## config.mk

```make
export PLATFORM = sky130hd
export DESIGN_NAME = video_timing_gen
export DESIGN_NICKNAME = d
export VERILOG_FILES = /design/src/rtl/vtg_pkg.sv /design/src/rtl/vtg_cfg_regs.sv /design/src/rtl/vtg_raster.sv /design/src/rtl/vtg_sync_chan.sv /design/src/rtl/vtg_window.sv /design/src/rtl/video_timing_gen.sv
export SDC_FILE = /design/constraint.sdc
export NUM_CORES = 2
export LEC_CHECK = 0
export BUFFER_PORTS_ARGS = -buffer_cell sky130_fd_sc_hd__buf_2
export CAP_MARGIN = 5
export CORE_ASPECT_RATIO = 1.1
export CORE_MARGIN = 8
export CORE_UTILIZATION = 45
export CTS_CLUSTER_DIAMETER = 30
export CTS_CLUSTER_SIZE = 28
export DETAILED_ROUTE_END_ITERATION = 8
export SETUP_SLACK_MARGIN = 0.1
export SLEW_MARGIN = 10
export SYNTH_ARGS = -nofsm -noshare
export SYNTH_HDL_FRONTEND = slang
export SYNTH_HIERARCHICAL = 1
export SYNTH_SLANG_ARGS = --single-unit
```

## constraint.sdc

```tcl
create_clock -name clk -period 8.05 [get_ports clk]
set_input_delay 1.61 -clock clk [delete_from_list [all_inputs] [get_ports clk]]
set_output_delay 1.61 -clock clk [all_outputs]
set_load 0.05 [all_outputs]
```

## src/rtl/vtg_pkg.sv

```systemverilog
`timescale 1ns/1ps
package vtg_pkg;
    parameter int CW = 16;
    parameter int DW = 2 * CW;

    typedef logic [CW-1:0] crd_t;

    // hi half: stop / fall / line ; lo half: start / rise / sample
    typedef struct packed {
        crd_t hi;
        crd_t lo;
    } pair_t;

    typedef struct packed {
        pair_t hs;
        pair_t vline;
        pair_t voff;
    } chan_cfg_t;

    typedef struct packed {
        crd_t  clocks;
        crd_t  lines;
        pair_t win_lo;
        pair_t win_hi;
    } frame_cfg_t;

    typedef struct packed {
        crd_t line;
        crd_t pix;
    } pos_t;

    localparam int REG_MODE      = 0;
    localparam int REG_CLKS      = 1;
    localparam int REG_HALF      = 2;
    localparam int REG_RESYNC    = 3;
    localparam int REG_WIN_T0    = 4;
    localparam int REG_WIN_T1    = 5;
    localparam int REG_WIN_B0    = 6;
    localparam int REG_WIN_B1    = 7;
    localparam int REG_CH_BASE   = 8;
    localparam int REG_CH_STRIDE = 4;

    // Half-open span [a, b) that may wrap past the end of the line.
    function automatic logic in_span(input crd_t v, input crd_t a, input crd_t b);
        logic r;
        if (a == b)
            r = 1'b0;
        else if (a < b)
            r = (v >= a) && (v < b);
        else
            r = (v >= a) || (v < b);
        return r;
    endfunction

    // Position p is at or beyond (l, o) in scan order.
    function automatic logic reached(input pos_t p, input crd_t l, input crd_t o);
        return (p.line > l) || ((p.line == l) && (p.pix >= o));
    endfunction

    // (l0, o0) comes strictly before (l1, o1) in scan order.
    function automatic logic earlier(input crd_t l0, input crd_t o0,
                                     input crd_t l1, input crd_t o1);
        return (l0 < l1) || ((l0 == l1) && (o0 < o1));
    endfunction
endpackage

```

## src/rtl/vtg_cfg_regs.sv

```systemverilog
`timescale 1ns/1ps
module vtg_cfg_regs
    import vtg_pkg::*;
#(
    parameter int NUM_CH    = 4,
    parameter int ADDR_W    = 5,
    parameter int DEF_CLKS  = 16,
    parameter int DEF_LINES = 4
) (
    input  logic              clk,
    input  logic              rst,
    input  logic              we,
    input  logic [ADDR_W-1:0] addr,
    input  logic [DW-1:0]     wdata,
    input  logic              load,
    output logic              run,
    output logic              resync,
    output frame_cfg_t        nxt_frame,
    output frame_cfg_t        act_frame,
    output chan_cfg_t         nxt_chan [NUM_CH],
    output chan_cfg_t         act_chan [NUM_CH]
);
    localparam frame_cfg_t FRAME_RST = '{clocks: CW'(DEF_CLKS), lines: CW'(DEF_LINES),
                                         win_lo: '0, win_hi: '0};

    logic [31:0] addr32;
    logic        hold_q;
    frame_cfg_t  sh_frame, act_q;

    assign addr32 = 32'(addr);
    assign run    = !hold_q;
    assign resync = we && (addr32 == REG_RESYNC) && wdata[0];

    always_ff @(posedge clk) begin
        if (rst) begin
            hold_q   <= 1'b0;
            sh_frame <= FRAME_RST;
        end else if (we) begin
            case (addr32)
                REG_MODE:   hold_q          <= (wdata != '0);
                REG_CLKS:   sh_frame.clocks <= wdata[CW-1:0];
                REG_HALF:   sh_frame.lines  <= wdata[CW:1];
                REG_WIN_T0: sh_frame.win_lo <= wdata;
                REG_WIN_T1: sh_frame.win_hi <= wdata;
                REG_WIN_B0, REG_WIN_B1: ;  // progressive only: bottom copies are inert
                default: ;
            endcase
        end
    end

    assign nxt_frame = load ? sh_frame : act_q;
    assign act_frame = act_q;

    always_ff @(posedge clk) begin
        if (rst) act_q <= FRAME_RST;
        else     act_q <= nxt_frame;
    end

    for (genvar c = 0; c < NUM_CH; c++) begin : g_ch
        localparam int BASE = REG_CH_BASE + c * REG_CH_STRIDE;
        chan_cfg_t sh_q, cur_q, nxt;

        always_ff @(posedge clk) begin
            if (rst) begin
                sh_q <= '0;
            end else if (we) begin
                if (addr32 == BASE)          sh_q.hs    <= wdata;
                else if (addr32 == BASE + 1) sh_q.vline <= wdata;
                else if (addr32 == BASE + 2) sh_q.voff  <= wdata;
            end
        end

        assign nxt = load ? sh_q : cur_q;

        always_ff @(posedge clk) begin
            if (rst) cur_q <= '0;
            else     cur_q <= nxt;
        end

        assign nxt_chan[c] = nxt;
        assign act_chan[c] = cur_q;
    end
endmodule

```

## src/rtl/vtg_raster.sv

```systemverilog
`timescale 1ns/1ps
module vtg_raster
    import vtg_pkg::*;
(
    input  logic clk,
    input  logic rst,
    input  logic run,
    input  logic resync,
    input  crd_t clocks,
    input  crd_t lines,
    output pos_t pos,
    output pos_t nxt_pos,
    output logic load,
    output logic frame_start
);
    localparam pos_t TOP = '{line: CW'(1), pix: '0};

    logic pix_end, line_end, fs_n;

    always_comb begin
        pix_end  = pos.pix >= (clocks - CW'(1));
        line_end = pos.line >= lines;
        nxt_pos  = pos;
        load     = 1'b0;
        fs_n     = 1'b0;
        if (!run) begin
            nxt_pos = TOP;
            load    = 1'b1;
        end else if (resync || (pix_end && line_end)) begin
            nxt_pos = TOP;
            load    = 1'b1;
            fs_n    = 1'b1;
        end else if (pix_end) begin
            nxt_pos.pix  = '0;
            nxt_pos.line = pos.line + CW'(1);
        end else begin
            nxt_pos.pix = pos.pix + CW'(1);
        end
    end

    always_ff @(posedge clk) begin
        if (rst) begin
            pos         <= TOP;
            frame_start <= 1'b0;
        end else begin
            pos         <= nxt_pos;
            frame_start <= fs_n;
        end
    end

    assert_pix_in_range_R1: assert property (@(posedge clk) disable iff (rst)
        pos.pix < clocks);
    assert_line_in_range_R2: assert property (@(posedge clk) disable iff (rst)
        (pos.line >= CW'(1)) && (pos.line <= lines));
    assert_event_at_top_R3: assert property (@(posedge clk) disable iff (rst)
        frame_start |-> (pos.pix == '0) && (pos.line == CW'(1)));
    assert_hold_parks_R5: assert property (@(posedge clk) disable iff (rst)
        !run |=> (pos.pix == '0) && (pos.line == CW'(1)) && !frame_start);
endmodule

```

## src/rtl/vtg_sync_chan.sv

```systemverilog
`timescale 1ns/1ps
module vtg_sync_chan
    import vtg_pkg::*;
(
    input  logic      clk,
    input  logic      rst,
    input  pos_t      nxt_pos,
    input  chan_cfg_t nxt_cfg,
    input  chan_cfg_t cur_cfg,
    output logic      hsync,
    output logic      vsync
);
    logic hs_n, vs_n, past_rise, past_fall, rise_first, same;

    always_comb begin
        hs_n       = in_span(nxt_pos.pix, nxt_cfg.hs.lo, nxt_cfg.hs.hi);
        past_rise  = reached(nxt_pos, nxt_cfg.vline.lo, nxt_cfg.voff.lo);
        past_fall  = reached(nxt_pos, nxt_cfg.vline.hi, nxt_cfg.voff.hi);
        rise_first = earlier(nxt_cfg.vline.lo, nxt_cfg.voff.lo,
                             nxt_cfg.vline.hi, nxt_cfg.voff.hi);
        same       = (nxt_cfg.vline.lo == nxt_cfg.vline.hi) &&
                     (nxt_cfg.voff.lo == nxt_cfg.voff.hi);
        if (same)
            vs_n = 1'b0;
        else if (rise_first)
            vs_n = past_rise && !past_fall;
        else
            vs_n = past_rise || !past_fall;  // pulse straddles the frame boundary
    end

    always_ff @(posedge clk) begin
        if (rst) begin
            hsync <= 1'b0;
            vsync <= 1'b0;
        end else begin
            hsync <= hs_n;
            vsync <= vs_n;
        end
    end

    assert_hs_empty_low_R6: assert property (@(posedge clk) disable iff (rst)
        (cur_cfg.hs.lo == cur_cfg.hs.hi) |-> !hsync);
    assert_vs_empty_low_R7: assert property (@(posedge clk) disable iff (rst)
        ((cur_cfg.vline.lo == cur_cfg.vline.hi) && (cur_cfg.voff.lo == cur_cfg.voff.hi))
        |-> !vsync);
endmodule

```

## src/rtl/vtg_window.sv

```systemverilog
`timescale 1ns/1ps
module vtg_window
    import vtg_pkg::*;
(
    input  logic  clk,
    input  logic  rst,
    input  pos_t  nxt_pos,
    input  pair_t nxt_lo,
    input  pair_t nxt_hi,
    input  pos_t  cur_pos,
    input  pair_t cur_lo,
    input  pair_t cur_hi,
    output logic  active
);
    logic act_n;

    always_comb begin
        act_n = (nxt_pos.line >= nxt_lo.hi) && (nxt_pos.line <= nxt_hi.hi) &&
                (nxt_pos.pix  >= nxt_lo.lo) && (nxt_pos.pix  <= nxt_hi.lo);
    end

    always_ff @(posedge clk) begin
        if (rst) active <= 1'b0;
        else     active <= act_n;
    end

    assert_window_rows_R8: assert property (@(posedge clk) disable iff (rst)
        active |-> (cur_pos.line >= cur_lo.hi) && (cur_pos.line <= cur_hi.hi));
    assert_window_cols_R8: assert property (@(posedge clk) disable iff (rst)
        active |-> (cur_pos.pix >= cur_lo.lo) && (cur_pos.pix <= cur_hi.lo));
endmodule

```

## src/rtl/video_timing_gen.sv

```systemverilog
`timescale 1ns/1ps
module video_timing_gen
    import vtg_pkg::*;
#(
    parameter int NUM_CH    = 4,
    parameter int DEF_CLKS  = 16,
    parameter int DEF_LINES = 4,
    parameter int ADDR_W    = $clog2(REG_CH_BASE + REG_CH_STRIDE * NUM_CH)
) (
    input  logic              clk,
    input  logic              rst,
    input  logic              cfg_we,
    input  logic [ADDR_W-1:0] cfg_addr,
    input  logic [DW-1:0]     cfg_wdata,
    output logic [NUM_CH-1:0] hsync_o,
    output logic [NUM_CH-1:0] vsync_o,
    output logic              active_o,
    output logic              frame_start_o,
    output logic [CW-1:0]     pix_o,
    output logic [CW-1:0]     line_o
);
    logic       run, resync, load;
    frame_cfg_t nxt_frame, act_frame;
    chan_cfg_t  nxt_chan [NUM_CH];
    chan_cfg_t  act_chan [NUM_CH];
    pos_t       pos, nxt_pos;

    vtg_cfg_regs #(
        .NUM_CH(NUM_CH), .ADDR_W(ADDR_W), .DEF_CLKS(DEF_CLKS), .DEF_LINES(DEF_LINES)
    ) i_cfg (
        .clk(clk), .rst(rst), .we(cfg_we), .addr(cfg_addr), .wdata(cfg_wdata),
        .load(load), .run(run), .resync(resync),
        .nxt_frame(nxt_frame), .act_frame(act_frame),
        .nxt_chan(nxt_chan), .act_chan(act_chan)
    );

    vtg_raster i_raster (
        .clk(clk), .rst(rst), .run(run), .resync(resync),
        .clocks(act_frame.clocks), .lines(act_frame.lines),
        .pos(pos), .nxt_pos(nxt_pos), .load(load), .frame_start(frame_start_o)
    );

    for (genvar c = 0; c < NUM_CH; c++) begin : g_sync
        vtg_sync_chan i_chan (
            .clk(clk), .rst(rst), .nxt_pos(nxt_pos),
            .nxt_cfg(nxt_chan[c]), .cur_cfg(act_chan[c]),
            .hsync(hsync_o[c]), .vsync(vsync_o[c])
        );

        assert_chan_cfg_frozen_R10: assert property (@(posedge clk) disable iff (rst)
            !((pos.pix == '0) && (pos.line == CW'(1))) |-> $stable(act_chan[c]));
    end

    vtg_window i_window (
        .clk(clk), .rst(rst), .nxt_pos(nxt_pos),
        .nxt_lo(nxt_frame.win_lo), .nxt_hi(nxt_frame.win_hi),
        .cur_pos(pos), .cur_lo(act_frame.win_lo), .cur_hi(act_frame.win_hi),
        .active(active_o)
    );

    assign pix_o  = pos.pix;
    assign line_o = pos.line;

    assert_frame_cfg_frozen_R10: assert property (@(posedge clk) disable iff (rst)
        !((pos.pix == '0) && (pos.line == CW'(1))) |-> $stable(act_frame));
endmodule

```

==> metrics.cfg <==
[worst_setup_path]
path_delay_family=compound AO/OA/AOI/OAI gates
critPathMaxStageDelay_ns=0.58
start_kind=flop
crit_required_ns=8.76
path_max_fanout=62
critPathBufInv=2
crit_arrival_ns=7.94
worstPathCellList=nor4_1 > nand2_1 > or3_1 > nor4_1 > xnor2_1 > ha_1 > nand4_1 > a211oi_2 > a32oi_2 > and2_1 > o21ai_4 > buf_12 > mux2_2 > inv_1 > ha_1 > a21o_1 > a221o_1 > a221oi_1 > o21ai_0 > a2bb2oi_1 > maj3_2 > a211oi_2
cp_slowest_cell=a221oi_1
worst-setup-path-type=reg -> reg
crit_path_end_kind=flop

[logic_synthesis]
ys.flop_type=dfxtp_1
yosysWarnings=6
ys_types=66
ys_seq_area_share_pct=36.7
synth-async-reset-ratio_pct=0
yosysTopAreaCellShare_pct=36.7
ys_ff_latch=1003
synth_nets=6882
synth_cells=6171
syn-cell-area_sq_um=54800
avgSynthCellArea_sq_um=8.88
synth.top_cells.by_count=1,003 x dfxtp_1, 683 x a21oi_1, 671 x ha_1, 562 x nand3_1, 548 x o21ai_0
synth-edff-count=0
post-synth-top-count-cell=dfxtp_1
synth_area_leader_cell=dfxtp_1
synthTopCellsByArea=dfxtp_1 37%, ha_1 15%, mux2_2 9.9%, a21oi_1 6.2%, and2_1 5.5%

[floorplanning]
die_h_microns=382
dieArea_sq_um=133000
die_w_microns=349
core_area_sq_um=121000
boundaryPins=82
start_util_pct=45.2
fp-row-count=134

[placement]
place_area_sq_um=56600
hpwlAfterDp_microns=105000
place_ws_ns=0.919
io_buffers=81
gp_congestion=0.892
dp_cells=7554

[drt]
ant_nets=0
drt_first_pass_iters=6
wl_microns=177000
route.detailed.drc=0
wire_per_inst_microns=22.4
drt_iter0_markers=3326
drt-vias-per-instance=5.78
dr_total_vias=45900

[final_layout]
nNetsFinal=6832
postLayoutCoreUtil_pct=52.6
final_area_sq_um=63700
final_cells=7927
syn2layout_area_growth_pct=16.2
layout-drive-gt1-share_pct=17.1

[clocking]
cts_hold_buf=0
cts_resized=0
worstSkewPairLatency_ns=0.81
clkSinkCount=1003
post_cts.repair.setup_buffers=0
clkTransAtPathRegs_ns=0.05
cts_buffer_depth=3
cts-buffers-inserted=197
htreeDepth=4
cts_tree=done
clockRootBuffer=clkbuf_16

[sta]
fin_setup_tns_ns=0
period_minus_slack_ns=7.23
slew_violations=0
min_period_over_period_pct=89.8
holdWs_ns=0.471
finClkSkew_ns=0.0286
rsz0062_at_grt=no
fmax_mhz=138
finalSetupViolations=0
hold_violations=0
layout_setup_ws_ns=0.823
tightest_slew_ns=1.25
relSlewSlack_pct=16.5

[grt]
grt_pass1_vias=45100
antenna_found_initial=7
grt_remaining_overflow=0
grt_max_degree=233
grt_util_all_layers_pct=25.8
grt_pass1_wl_microns=269000

[pwr]
p_total_mw=14.3
powerDensity_nw_per_um2=224
cellLeakagePower_nw=25.9
peakVddDrop_mv=0.244

[outcome]
status=finished clean

[run]
maxCapViolCount=0

[min_path]
hold_path.class=reg -> reg

per-layer routing:
| metal | wire length (microns) | global-route usage [%] |
|---|---|---|
| met5 | 32 | 0 |
| met4 | 8480 | 12.3 |
| met3 | 12600 | 5.44 |
| met2 | 79000 | 41.4 |
| met1 | 77200 | 33.1 |
registers in the layout (all words and copies together) (netlist names):
signal	flops
i_cfg/act_frame	96
i_cfg/act_chan	384
g_sync.i_chan/hsync	4
i_cfg/g_ch.sh_q	384
i_raster/pos	32
i_raster/frame_start	1
i_cfg/sh_frame	96
i_window/active	1
i_cfg/hold_q	1
g_sync.i_chan/vsync	4
tightest hold or removal path: stages, from the launching register on:
cell	delay (ns)
dfxtp_1	0.30
o21ai_0	0.06
a21oi_1	0.06
layout by cell type (no fill, tap or decap), types with 89 or more instances in the layout:
cell type	n
dfxtp_1	1003
a21oi_1	683
ha_1	671
nand3_1	562
o21ai_0	548
mux2_2	480
and2_1	479
inv_1	478
clkbuf_16	198
nor2_1	110
nand4_1	106
nand2_1	98
buf_4	89
cell type report:
type / count / area [sq um]
fillers: 11200 / 57400
multi-input cells: 4255 / 31300
flip-flops and latches: 1003 / 20100
clock buffers: 249 / 5420
well taps: 1632 / 2040
inverters: 480 / 1810
clock inverters: 121 / 1630
repair buffers: 184 / 1340
diodes: 3 / 7.51
path summary, 6_finish.rpt:
path                                  startpoint                             endpoint  slack [ns]  depth (start not counted)
max               i_cfg/act_frame[83]$_SDFF_PP0_    g_sync[3].i_chan/vsync$_SDFF_PP0_        0.82                         22
max reg2reg       i_cfg/act_frame[83]$_SDFF_PP0_    g_sync[3].i_chan/vsync$_SDFF_PP0_        0.82                         22
min          i_cfg/g_ch[1].sh_q[19]$_SDFFE_PP0P_  i_cfg/g_ch[1].sh_q[19]$_SDFFE_PP0P_        0.47                          2
min reg2reg  i_cfg/g_ch[1].sh_q[19]$_SDFFE_PP0P_  i_cfg/g_ch[1].sh_q[19]$_SDFFE_PP0P_        0.47                          2
cell families after synthesis:
family                   after synthesis  synth area share [%]
AO/OA/AOI/OAI                       1493                  15.1
buffers and inverters                913                  6.47
XOR/XNOR                              41                 0.656
flip-flops                          1003                  36.7
AND/OR/NAND/NOR                     1565                  15.8
multiplexers                         481                  9.89
adder cells (fa/ha/maj)              675                  15.4
power by group:
group | total, mW | switching, mW | internal [mW]
combinational | 0.660 | 0.521 | 0.139
clock | 8.60 | 2.93 | 5.68
sequential | 5.01 | 0.0111 | 5.00
(Power assumes the default switching activity.)
